[src/rtl/dram_tester_pkg.sv]
package dram_tester_pkg;

  typedef enum logic [1:0] {
    ST_IDLE,
    ST_PRE,
    ST_ROW,
    ST_COL
  } strobe_st_e;

  // checkerboard that flips with pass polarity
  function automatic logic cell_pattern(input logic pol, input logic r0, input logic c0);
    return pol ^ r0 ^ c0;
  endfunction

endpackage

[src/rtl/dram_walk.sv]
module dram_walk import dram_tester_pkg::*; #(
  parameter int ADDR_W = 9
) (
  input  logic              clk_i,
  input  logic              rst_ni,
  input  logic              clear_i,
  input  logic              step_i,
  output logic [ADDR_W-1:0] row_o,
  output logic [ADDR_W-1:0] col_o,
  output logic              write_o,
  output logic              pattern_o,
  output logic              last_o
);

  localparam logic [ADDR_W-1:0] ADDR_MAX = '1;

  logic [ADDR_W-1:0] row_q, col_q;
  logic              read_q, pol_q;

  always_ff @(posedge clk_i or negedge rst_ni) begin
    if (!rst_ni) begin
      row_q  <= '0;
      col_q  <= '0;
      read_q <= 1'b0;
      pol_q  <= 1'b0;
    end else if (clear_i) begin
      row_q  <= '0;
      col_q  <= '0;
      read_q <= 1'b0;
      pol_q  <= 1'b0;
    end else if (step_i) begin
      col_q <= col_q + 1'b1;
      if (col_q == ADDR_MAX) begin
        row_q <= row_q + 1'b1;
        if (row_q == ADDR_MAX) begin
          read_q <= !read_q;
          if (read_q) pol_q <= !pol_q;
        end
      end
    end
  end

  assign row_o     = row_q;
  assign col_o     = col_q;
  assign write_o   = !read_q;
  assign pattern_o = cell_pattern(pol_q, row_q[0], col_q[0]);
  assign last_o    = pol_q && read_q && (row_q == ADDR_MAX) && (col_q == ADDR_MAX);

endmodule

[src/rtl/dram_refresh.sv]
module dram_refresh #(
  parameter int ADDR_W  = 9,
  parameter int REF_GAP = 1500
) (
  input  logic              clk_i,
  input  logic              rst_ni,
  input  logic              busy_i,
  input  logic              taken_i,
  output logic              pend_o,
  output logic [ADDR_W-1:0] row_o
);

  localparam int GAP_W = $clog2(REF_GAP + 1);
  localparam logic [GAP_W-1:0] GAP_LAST = GAP_W'(REF_GAP - 1);

  logic [GAP_W-1:0]  tmr_q;
  logic              pend_q;
  logic [ADDR_W-1:0] row_q;
  logic              hit;

  assign hit = busy_i && (tmr_q == GAP_LAST);

  always_ff @(posedge clk_i or negedge rst_ni) begin
    if (!rst_ni) begin
      tmr_q  <= '0;
      pend_q <= 1'b0;
      row_q  <= '0;
    end else begin
      if (busy_i) tmr_q <= hit ? '0 : tmr_q + 1'b1;
      pend_q <= hit || (pend_q && !taken_i);
      if (taken_i) row_q <= row_q + 1'b1;
    end
  end

  assign pend_o = pend_q;
  assign row_o  = row_q;

endmodule

[src/rtl/dram_strobe.sv]
module dram_strobe import dram_tester_pkg::*; #(
  parameter int ADDR_W = 9,
  parameter int T_RP   = 3,
  parameter int T_RCD  = 2,
  parameter int T_CAS  = 2,
  parameter int T_RAS  = 5,
  parameter int T_SAMP = 2
) (
  input  logic              clk_i,
  input  logic              rst_ni,
  input  logic              start_i,
  input  logic [ADDR_W-1:0] row_i,
  input  logic [ADDR_W-1:0] col_i,
  input  logic [ADDR_W-1:0] ref_row_i,
  input  logic              ref_pend_i,
  input  logic              write_i,
  input  logic              pattern_i,
  input  logic              last_i,
  output logic              ras_n_o,
  output logic              cas_n_o,
  output logic              we_n_o,
  output logic [ADDR_W-1:0] addr_o,
  output logic              dq_o,
  output logic              dq_oe_o,
  output logic              idle_o,
  output logic              acc_done_o,
  output logic              ref_taken_o,
  output logic              sample_o
);

  localparam int T_M1  = (T_RP > T_RCD) ? T_RP : T_RCD;
  localparam int T_M2  = (T_CAS > T_RAS) ? T_CAS : T_RAS;
  localparam int T_MAX = (T_M1 > T_M2) ? T_M1 : T_M2;
  localparam int CNT_W = $clog2(T_MAX + 1);
  localparam logic [CNT_W-1:0] CNT_CAP = CNT_W'(T_MAX);

  strobe_st_e       st_q;
  logic [CNT_W-1:0] cnt_q, ras_cnt_q;
  logic             ref_q;
  logic             pre_end, row_end, col_end, ras_low;

  function automatic logic [CNT_W-1:0] sat_inc(input logic [CNT_W-1:0] v);
    return (v == CNT_CAP) ? v : v + 1'b1;
  endfunction

  assign pre_end = (st_q == ST_PRE) && (cnt_q >= CNT_W'(T_RP - 1));
  assign row_end = (st_q == ST_ROW) &&
                   (ref_q ? (ras_cnt_q >= CNT_W'(T_RAS - 1)) : (cnt_q >= CNT_W'(T_RCD - 1)));
  assign col_end = (st_q == ST_COL) && (cnt_q >= CNT_W'(T_CAS - 1)) &&
                   (ras_cnt_q >= CNT_W'(T_RAS - 1));

  always_ff @(posedge clk_i or negedge rst_ni) begin
    if (!rst_ni) begin
      st_q      <= ST_IDLE;
      cnt_q     <= '0;
      ras_cnt_q <= '0;
      ref_q     <= 1'b0;
    end else begin
      unique case (st_q)
        ST_IDLE: begin
          cnt_q <= '0;
          if (start_i) st_q <= ST_PRE;
        end
        ST_PRE: begin
          if (pre_end) begin
            st_q      <= ST_ROW;
            cnt_q     <= '0;
            ras_cnt_q <= '0;
            ref_q     <= ref_pend_i;
          end else begin
            cnt_q <= sat_inc(cnt_q);
          end
        end
        ST_ROW: begin
          ras_cnt_q <= sat_inc(ras_cnt_q);
          if (row_end) begin
            st_q  <= ref_q ? ST_PRE : ST_COL;
            cnt_q <= '0;
          end else begin
            cnt_q <= sat_inc(cnt_q);
          end
        end
        ST_COL: begin
          ras_cnt_q <= sat_inc(ras_cnt_q);
          if (col_end) begin
            st_q  <= last_i ? ST_IDLE : ST_PRE;
            cnt_q <= '0;
          end else begin
            cnt_q <= sat_inc(cnt_q);
          end
        end
        default: st_q <= ST_IDLE;
      endcase
    end
  end

  assign ras_low     = (st_q == ST_ROW) || (st_q == ST_COL);
  assign ras_n_o     = !ras_low;
  assign cas_n_o     = (st_q != ST_COL);
  assign we_n_o      = !(ras_low && !ref_q && write_i);
  assign dq_oe_o     = !we_n_o;
  assign dq_o        = dq_oe_o && pattern_i;
  assign addr_o      = (st_q == ST_COL) ? col_i : (ref_q && st_q == ST_ROW) ? ref_row_i : row_i;
  assign idle_o      = (st_q == ST_IDLE);
  assign acc_done_o  = col_end;
  assign ref_taken_o = row_end && ref_q;
  assign sample_o    = (st_q == ST_COL) && !write_i && (cnt_q == CNT_W'(T_SAMP - 1));

endmodule

[src/rtl/dram_score.sv]
module dram_score #(
  parameter int ADDR_W = 9,
  parameter int ERR_W  = 16
) (
  input  logic              clk_i,
  input  logic              rst_ni,
  input  logic              clear_i,
  input  logic              sample_i,
  input  logic              dq_i,
  input  logic              exp_i,
  input  logic [ADDR_W-1:0] row_i,
  input  logic [ADDR_W-1:0] col_i,
  output logic [ERR_W-1:0]  err_cnt_o,
  output logic [ADDR_W-1:0] fail_row_o,
  output logic [ADDR_W-1:0] fail_col_o
);

  localparam logic [ERR_W-1:0] ERR_MAX = '1;

  logic [ERR_W-1:0]  err_q;
  logic [ADDR_W-1:0] frow_q, fcol_q;
  logic              miss;

  assign miss = sample_i && (dq_i != exp_i);

  always_ff @(posedge clk_i or negedge rst_ni) begin
    if (!rst_ni) begin
      err_q  <= '0;
      frow_q <= '0;
      fcol_q <= '0;
    end else if (clear_i) begin
      err_q  <= '0;
      frow_q <= '0;
      fcol_q <= '0;
    end else if (miss) begin
      if (err_q != ERR_MAX) err_q <= err_q + 1'b1;
      if (err_q == '0) begin
        frow_q <= row_i;
        fcol_q <= col_i;
      end
    end
  end

  assign err_cnt_o  = err_q;
  assign fail_row_o = frow_q;
  assign fail_col_o = fcol_q;

endmodule

[src/rtl/dram_tester.sv]
module dram_tester import dram_tester_pkg::*; #(
  parameter int ADDR_W  = 9,
  parameter int ERR_W   = 16,
  parameter int T_RP    = 3,
  parameter int T_RCD   = 2,
  parameter int T_CAS   = 2,
  parameter int T_RAS   = 5,
  parameter int T_SAMP  = 2,
  parameter int REF_GAP = 1500
) (
  input  logic              clk_i,
  input  logic              rst_ni,
  input  logic              start_i,
  output logic              ras_n_o,
  output logic              cas_n_o,
  output logic              we_n_o,
  output logic [ADDR_W-1:0] addr_o,
  output logic              dq_o,
  output logic              dq_oe_o,
  input  logic              dq_i,
  output logic              done_o,
  output logic [ERR_W-1:0]  err_cnt_o,
  output logic [ADDR_W-1:0] fail_row_o,
  output logic [ADDR_W-1:0] fail_col_o
);

  logic [ADDR_W-1:0] row, col, ref_row;
  logic write, pattern, last, ref_pend;
  logic idle, acc_done, ref_taken, sample, clear;
  logic done_q;

  assign clear = start_i && idle;

  dram_walk #(.ADDR_W(ADDR_W)) u_walk (
    .clk_i, .rst_ni,
    .clear_i   (clear),
    .step_i    (acc_done),
    .row_o     (row),
    .col_o     (col),
    .write_o   (write),
    .pattern_o (pattern),
    .last_o    (last)
  );

  dram_refresh #(.ADDR_W(ADDR_W), .REF_GAP(REF_GAP)) u_refresh (
    .clk_i, .rst_ni,
    .busy_i  (!idle),
    .taken_i (ref_taken),
    .pend_o  (ref_pend),
    .row_o   (ref_row)
  );

  dram_strobe #(
    .ADDR_W(ADDR_W), .T_RP(T_RP), .T_RCD(T_RCD),
    .T_CAS(T_CAS), .T_RAS(T_RAS), .T_SAMP(T_SAMP)
  ) u_strobe (
    .clk_i, .rst_ni, .start_i,
    .row_i       (row),
    .col_i       (col),
    .ref_row_i   (ref_row),
    .ref_pend_i  (ref_pend),
    .write_i     (write),
    .pattern_i   (pattern),
    .last_i      (last),
    .ras_n_o, .cas_n_o, .we_n_o, .addr_o, .dq_o, .dq_oe_o,
    .idle_o      (idle),
    .acc_done_o  (acc_done),
    .ref_taken_o (ref_taken),
    .sample_o    (sample)
  );

  dram_score #(.ADDR_W(ADDR_W), .ERR_W(ERR_W)) u_score (
    .clk_i, .rst_ni,
    .clear_i    (clear),
    .sample_i   (sample),
    .dq_i,
    .exp_i      (pattern),
    .row_i      (row),
    .col_i      (col),
    .err_cnt_o, .fail_row_o, .fail_col_o
  );

  always_ff @(posedge clk_i or negedge rst_ni) begin
    if (!rst_ni)                done_q <= 1'b0;
    else if (clear)             done_q <= 1'b0;
    else if (acc_done && last)  done_q <= 1'b1;
  end

  assign done_o = done_q;

endmodule

[config.mk]
export PLATFORM = sky130hd
export DESIGN_NAME = dram_tester
export DESIGN_NICKNAME = d
export VERILOG_FILES = /design/src/rtl/dram_tester_pkg.sv /design/src/rtl/dram_walk.sv /design/src/rtl/dram_refresh.sv /design/src/rtl/dram_strobe.sv /design/src/rtl/dram_score.sv /design/src/rtl/dram_tester.sv
export SDC_FILE = /design/constraint.sdc
export NUM_CORES = 1
export LEC_CHECK = 0
export BUFFER_PORTS_ARGS = -buffer_cell sky130_fd_sc_hd__buf_4
export CORE_ASPECT_RATIO = 0.9
export CORE_MARGIN = 2
export CORE_UTILIZATION = 45
export CTS_BUF_LIST = sky130_fd_sc_hd__clkbuf_8
export DETAILED_ROUTE_END_ITERATION = 10
export PLACE_DENSITY = 0.7
export REMOVE_ABC_BUFFERS = 1
export SYNTH_ARGS = -nofsm -noshare
export SYNTH_HDL_FRONTEND = slang
export SYNTH_HIERARCHICAL = 1
export SYNTH_SLANG_ARGS = --single-unit
[constraint.sdc]
create_clock -name clk_i -period 6.5 [get_ports clk_i]
set_clock_uncertainty 0.2 [all_clocks]
set_input_delay 0.325 -clock clk_i [delete_from_list [all_inputs] [get_ports clk_i]]
set_output_delay 0.325 -clock clk_i [all_outputs]
set_load 0.02 [all_outputs]
Word-level counts from Yosys, hierarchy flattened. Cells that the tools add are included.

Register bits after elaboration: 85. Input bits: 4. Output and inout bits: 49. Word-level logic and storage cells: 136.

Add/subtract/negate cells: 7. Order comparisons: 3. Equal/unequal tests: 17. Mux-type cells: 44. Bitwise operators: 2. Reductions and logical operators: 48.

Operators with widths (count): $mux W9 (13); $mux W16 (3); $add A9 B1 Y9 const B (3); $logic_and A1 B1 Y1 (19); $eq A9 B9 Y1 const B (2); $mux W3 (6); $reduce_bool A2 Y1 (9); $add A16 B1 Y16 const B (1); $logic_not A16 Y1 (1); $ne A16 B16 Y1 const B (1); $mux W1 (13); $pmux W3 S4 (1); $add A11 B1 Y11 const B (1); $eq A11 B11 Y1 const B (1); $mux W11 (1); $mux W2 (5); $ne A2 B2 Y1 const B (4); $pmux W2 S4 (1); $reduce_and A2 Y1 (4); $reduce_and A4 Y1 (2); $logic_not A1 Y1 (7); $add A3 B1 Y3 const B (2); $eq A3 B3 Y1 const B (2); $pmux W3 S2 (1); other kinds (13) (18).

Longest topological paths before layout.
Depth after elaboration: 7. Gate-level depth with buffers: 10. Gate-level depth less buffers: 7.

Cells and area by module. Netlist, hierarchy kept.

Modules (own cells, without submodules): dram_score (instances 1, cells an instance 155, area an instance 1642.8 µm², seq. area each 850.8 µm²); dram_refresh (instances 1, cells an instance 95, area an instance 1022.2 µm², seq. area each 525.5 µm²); dram_walk (instances 1, cells an instance 103, area an instance 1017.2 µm², seq. area each 500.5 µm²); dram_strobe (instances 1, cells an instance 104, area an instance 842.1 µm², seq. area each 225.2 µm²); dram_tester (instances 1, cells an instance 5, area an instance 48.8 µm², seq. area each 25.0 µm²).

Worst setup path before layout. No wires, ideal clock.

Path kind: register to register. Start: reg u_strobe.st_q[1]. End: reg u_score.err_q[10], in the netlist u_score/err_cnt_o[10]. Setup time: 0.078 ns. Arrival: 2.426 ns. Required time: 6.222 ns. Path slack: 3.796 ns. Cell stages (with the launch flop): 9. Buffers on the path: 3. Period minus slack after synthesis: 2.704 ns. Cell sequence: dfrtp_1 > buf_4 > buf_6 > nand2_2 > nor4b_1 > or4b_1 > clkbuf_2 > or4_1 > a21oi_1.

Cells in the longest elaborated chain, start to end: 6. Elaborated cells on any way between the ends: 10. Those cells by class: eq/ne (1); mux (1); reduce/logical (8).

Ends and longest elaborated chain: start, declared (line dram_strobe.sv:37) `strobe_st_e st_q;`; start signal, assigned (line dram_strobe.sv:77) `st_q <= ref_q ? ST_PRE : ST_COL;`; start signal, assigned (line dram_strobe.sv:86) `st_q <= last_i ? ST_IDLE : ST_PRE;`; $eq A2 B2 Y1 (line dram_strobe.sv:107) `assign sample_o = (st_q == ST_COL) && !write_i && (cnt_q == CNT_W'(T_SAMP - 1));`; $logic_and A1 B1 Y1 (2 in series) (line dram_strobe.sv:107); net sample (line dram_tester.sv:29) `logic idle, acc_done, ref_taken, sample, clear;`; $logic_and A1 B1 Y1 (line dram_score.sv:24) `assign miss = sample_i && (dq_i != exp_i);`; $reduce_bool A2 Y1 (no source line); $reduce_and A2 Y1 (no source line); end signal, assigned (line dram_score.sv:36) `if (err_q != ERR_MAX) err_q <= err_q + 1'b1;`; end, declared (line dram_score.sv:20) `logic [ERR_W-1:0] err_q;`.

The timed path passes the listed nets, and every way through them passes these cells. A chain may end at the register's enable or synchronous reset.

Final worst setup path.
Start: reg u_strobe.st_q[1]. End: reg u_score.fcol_q[2], in the netlist u_score/fail_col_o[2].

Cells in the longest elaborated chain, start to end: 6. Elaborated cells on any way between the ends: 10. Those cells by class: eq/ne (1); mux (1); reduce/logical (8).

Ends and longest elaborated chain: $eq A2 B2 Y1 (line dram_strobe.sv:107); $logic_and A1 B1 Y1 (2 in series) (line dram_strobe.sv:107); net sample (line dram_tester.sv:29); $logic_and A1 B1 Y1 (line dram_score.sv:24); $reduce_bool A2 Y1 (no source line); $reduce_and A2 Y1 (no source line); end signal, assigned (line dram_score.sv:39) `fcol_q <= col_i;`; end, declared (line dram_score.sv:21) `logic [ADDR_W-1:0] frow_q, fcol_q;`.

The timed path passes the listed nets, and every way through them passes these cells.

==> impl_metrics.yaml <==
placement:
  dp_slack_ns: 2.748
  dp_hpwl_um: 7294
  gp_congestion: 0.8943
  portBuffers: 52
cells_and_area:
  ff_latch_area_sq_um: 2127
  postLayoutCoreUtil_pct: 53.40
  fillers: 910
  fin_nets: 524
  multi_input_area_sq_um: 2278
  n_antenna_cell: 0
  layout-drive-gt1-share_pct: 18.75
  syn_to_final_growth_pct: 14.25
routing:
  dr_wl_met2_um: 4994
  drt-total-wl_um: 10300
  drtIter0Drc: 233
  wl_met1_um: 4780
  via_count: 3784
  drtAntennaViolNets: 0
  route.detailed.drc: 0
  drt-wirelength-per-cell_um: 16.15
  drt-pass1-iter-count: 5
  avgViaCountPerCell: 5.931
  route.met3.wl_um: 441
  highest_layer: "met4"
synthesis:
  synth_area_sq_um: 4573
  synth-xor-area-share_pct: 4.979
  synth_top_family_by_area: "simple AND/OR/NAND/NOR gates"
  synthMuxAreaShare_pct: 2.572
  synth-edff-count: 0
  synthTopCellsByArea: "dfrtp_1 (47%), ha_1 (3.6%), a22o_1 (3.4%), a21oi_1 (3.2%), nor2_1 (2.9%)"
  avgSynthCellArea_sq_um: 9.899
  yosysSeqAreaShare_pct: 46.51
  synth_common_cells: "dfrtp_1 (85), nor2_1 (35), nand2_1 (33)"
  synth_fa_ha_area_share_pct: 3.557
  yosysTopAreaCellShare_pct: 46.51
  synth_cells: 462
  synth-main-ff-cell: "dfrtp_1"
  synth_top_area_cell: "dfrtp_1"
  async_flop_share_pct: 100.0
  synth_compound_area_share_pct: 16.72
  ys_ff_latch: 85
  synth_simple_gate_area_share_pct: 21.89
  synth-warning-count: 6
  yosysUniqueCellTypes: 64
  yosysMostFrequentCell: "dfrtp_1"
power:
  p_int_uw: 709.6
  vdd_drop_max_mv: 0.1115
  power.switching_uw: 253.4
  switching_share_pct: 26.32
  pwr-share-comb_pct: 6.7
  power-per-cell-area_nw_per_um2: 184.3
  leakagePower_nw: 2.281
  clkPwrFrac_pct: 36.3
  seq_power_share_pct: 57.0
sta:
  setup_ws_ns: 2.652
  maxSlewHeadroom_pct: 29.93
  setup_viol: 0
  rsz0062_at_grt: "false"
  fin_hold_ws_ns: -0.03900
  timing.final.crit_period_ns: 3.848
  drv_slew: 0
  fin_crit_sh_pct: 59.20
  worstMarginPinSlew_ns: 1.051
  finalSetupTns_ns: 0
  finalHoldViolCount: 85
  fmax_mhz: 259.9
worst_hold_path:
  hold_path_class: "in2async"
grt:
  grt_max_degree: 86
  track_usage_pct: 19.79
  grt_overflow: 0
  grt_pass1_wl_um: 17420
  antenna_found_initial: 0
  grt_pass1_vias: 3636
setup_path:
  crit_path_start: "u_strobe/st_q[1]$_DFFE_PN0P_"
  r2r_end: "u_score/fail_col_o[2]$_DFFE_PN0P_"
  crit_required_ns: 6.59
  critPathKind: "reg2reg"
  start_kind: "flop"
  crit_path_max_fanout: 29
  worstSetupEndpointType: "flop"
  regToRegStartpoint: "u_strobe/st_q[1]$_DFFE_PN0P_"
  r2r_cells: 5
  critPathArrivalTime_ns: 3.94
  rrSetupSlack_ns: 2.65
clock_tree:
  path_clk_slew_ns: 0.09
  clk-insertion-delay-late_ns: 0.36
  cts-root-buf: "clkbuf_8"
  cts_tree: "built"
  htreeDepth: 3
  post-cts-setup-buffers: 0
  holdBufCountCts: 0
  clkSinkCount: 85
  numCtsBuffers: 9
  max-clock-path-buffers: 2
  ctsResizeCount: 0
die:
  initial_core_util_pct: 46.74
  core_area_sq_um: 9784
  std_cell_rows: 34
  fp.dieH_um: 99.64
  die_area_sq_um: 10990
  boundaryPins: 53
  die_w_um: 110.3
status:
  status: "finished with violations"
  violations: "hold timing"
run:
  drv_cap: 0
## worst max-delay path, cell delays in order, from the launching register on
cell     delay [ns]
dfrtp_1        0.90
nand2_2        0.29
nor4b_1        0.78
nand2_1        0.44
nor3_2         0.92
a22o_1         0.25
## power by group through the flow
stage / registers (mW) / logic [mW] / clock network, mW
after floorplan: 0.566 / 0.0244 / 0
after global placement: 0.559 / 0.0641 / 0
after detailed placement: 0.559 / 0.0655 / 0
after CTS: 0.549 / 0.0657 / 0.364
after global routing: 0.551 / 0.0733 / 0.379
final: 0.549 / 0.0649 / 0.349
## worst max-delay path by stage
stage | endpoint | cells after the start
floorplan | u_walk/row_o[6]$_DFFE_PN0P_ | 5
global placement | u_score/fail_col_o[5]$_DFFE_PN0P_ | 5
detailed placement | u_score/fail_row_o[0]$_DFFE_PN0P_ | 5
CTS | u_score/fail_row_o[0]$_DFFE_PN0P_ | 5
global route | u_score/fail_col_o[5]$_DFFE_PN0P_ | 5
finish | u_score/fail_col_o[2]$_DFFE_PN0P_ | 5
## logic make-up after synthesis
kind of cell	count (synthesis)
compound gates	114
xor+xnor	26
fa+ha+maj	13
buf+inv	40
flops	85
mux	11
simple gates	173
## metrics by stage
stage | cells | power, mW | cell area, sq um | hold slack [ns]
floorplan | 443 | 0.5901 | 4479 | -0.1706
global placement | 622 | 0.6230 | 5040 | 0.2570
detailed placement | 622 | 0.6250 | 5040 | 0.2667
CTS | 638 | 0.9782 | 5225 | 0.006194
global route | 638 | 1.004 | 5225 | 0.06484
finish | 638 | 0.9630 | 5225 | -0.03900
## cell usage in the layout, fill, tap and decap left out, types with 13 or more instances in the layout
cell type / n
dfrtp_1: 85
buf_4: 53
nor2_1: 35
nand2_1: 33
a21oi_1: 29
o21ai_0: 26
inv_1: 21
nand3_1: 21
a22o_1: 18
xnor2_1: 13
xor2_1: 13
ha_1: 13
## registers in the layout (all words and copies together) (netlist names), 2 cells and up
name,count
u_refresh/row_o,9
u_refresh/tmr_q,11
u_score/err_cnt_o,16
u_score/fail_col_o,9
u_score/fail_row_o,9
u_strobe/cnt_q,3
u_strobe/ras_cnt_q,3
u_strobe/st_q,2
u_walk/col_o,9
u_walk/row_o,9
## area by class of cell
cell class,count,area share (%)
multi-input combinational,337,43.61
sequential,85,40.71
timing repair buffer,53,7.615
tap,126,3.017
clock buffer,10,2.634
inverter,21,1.509
clock inverter,6,0.9100
## metal layers
layer,global-route usage (%),vias up
li1,-,1803
met1,27.25,1881
met2,31.90,93
met3,3.932,7
met4,5.288,0
met5,0,-
No activity file was read; power rests on OpenSTA's default activity.
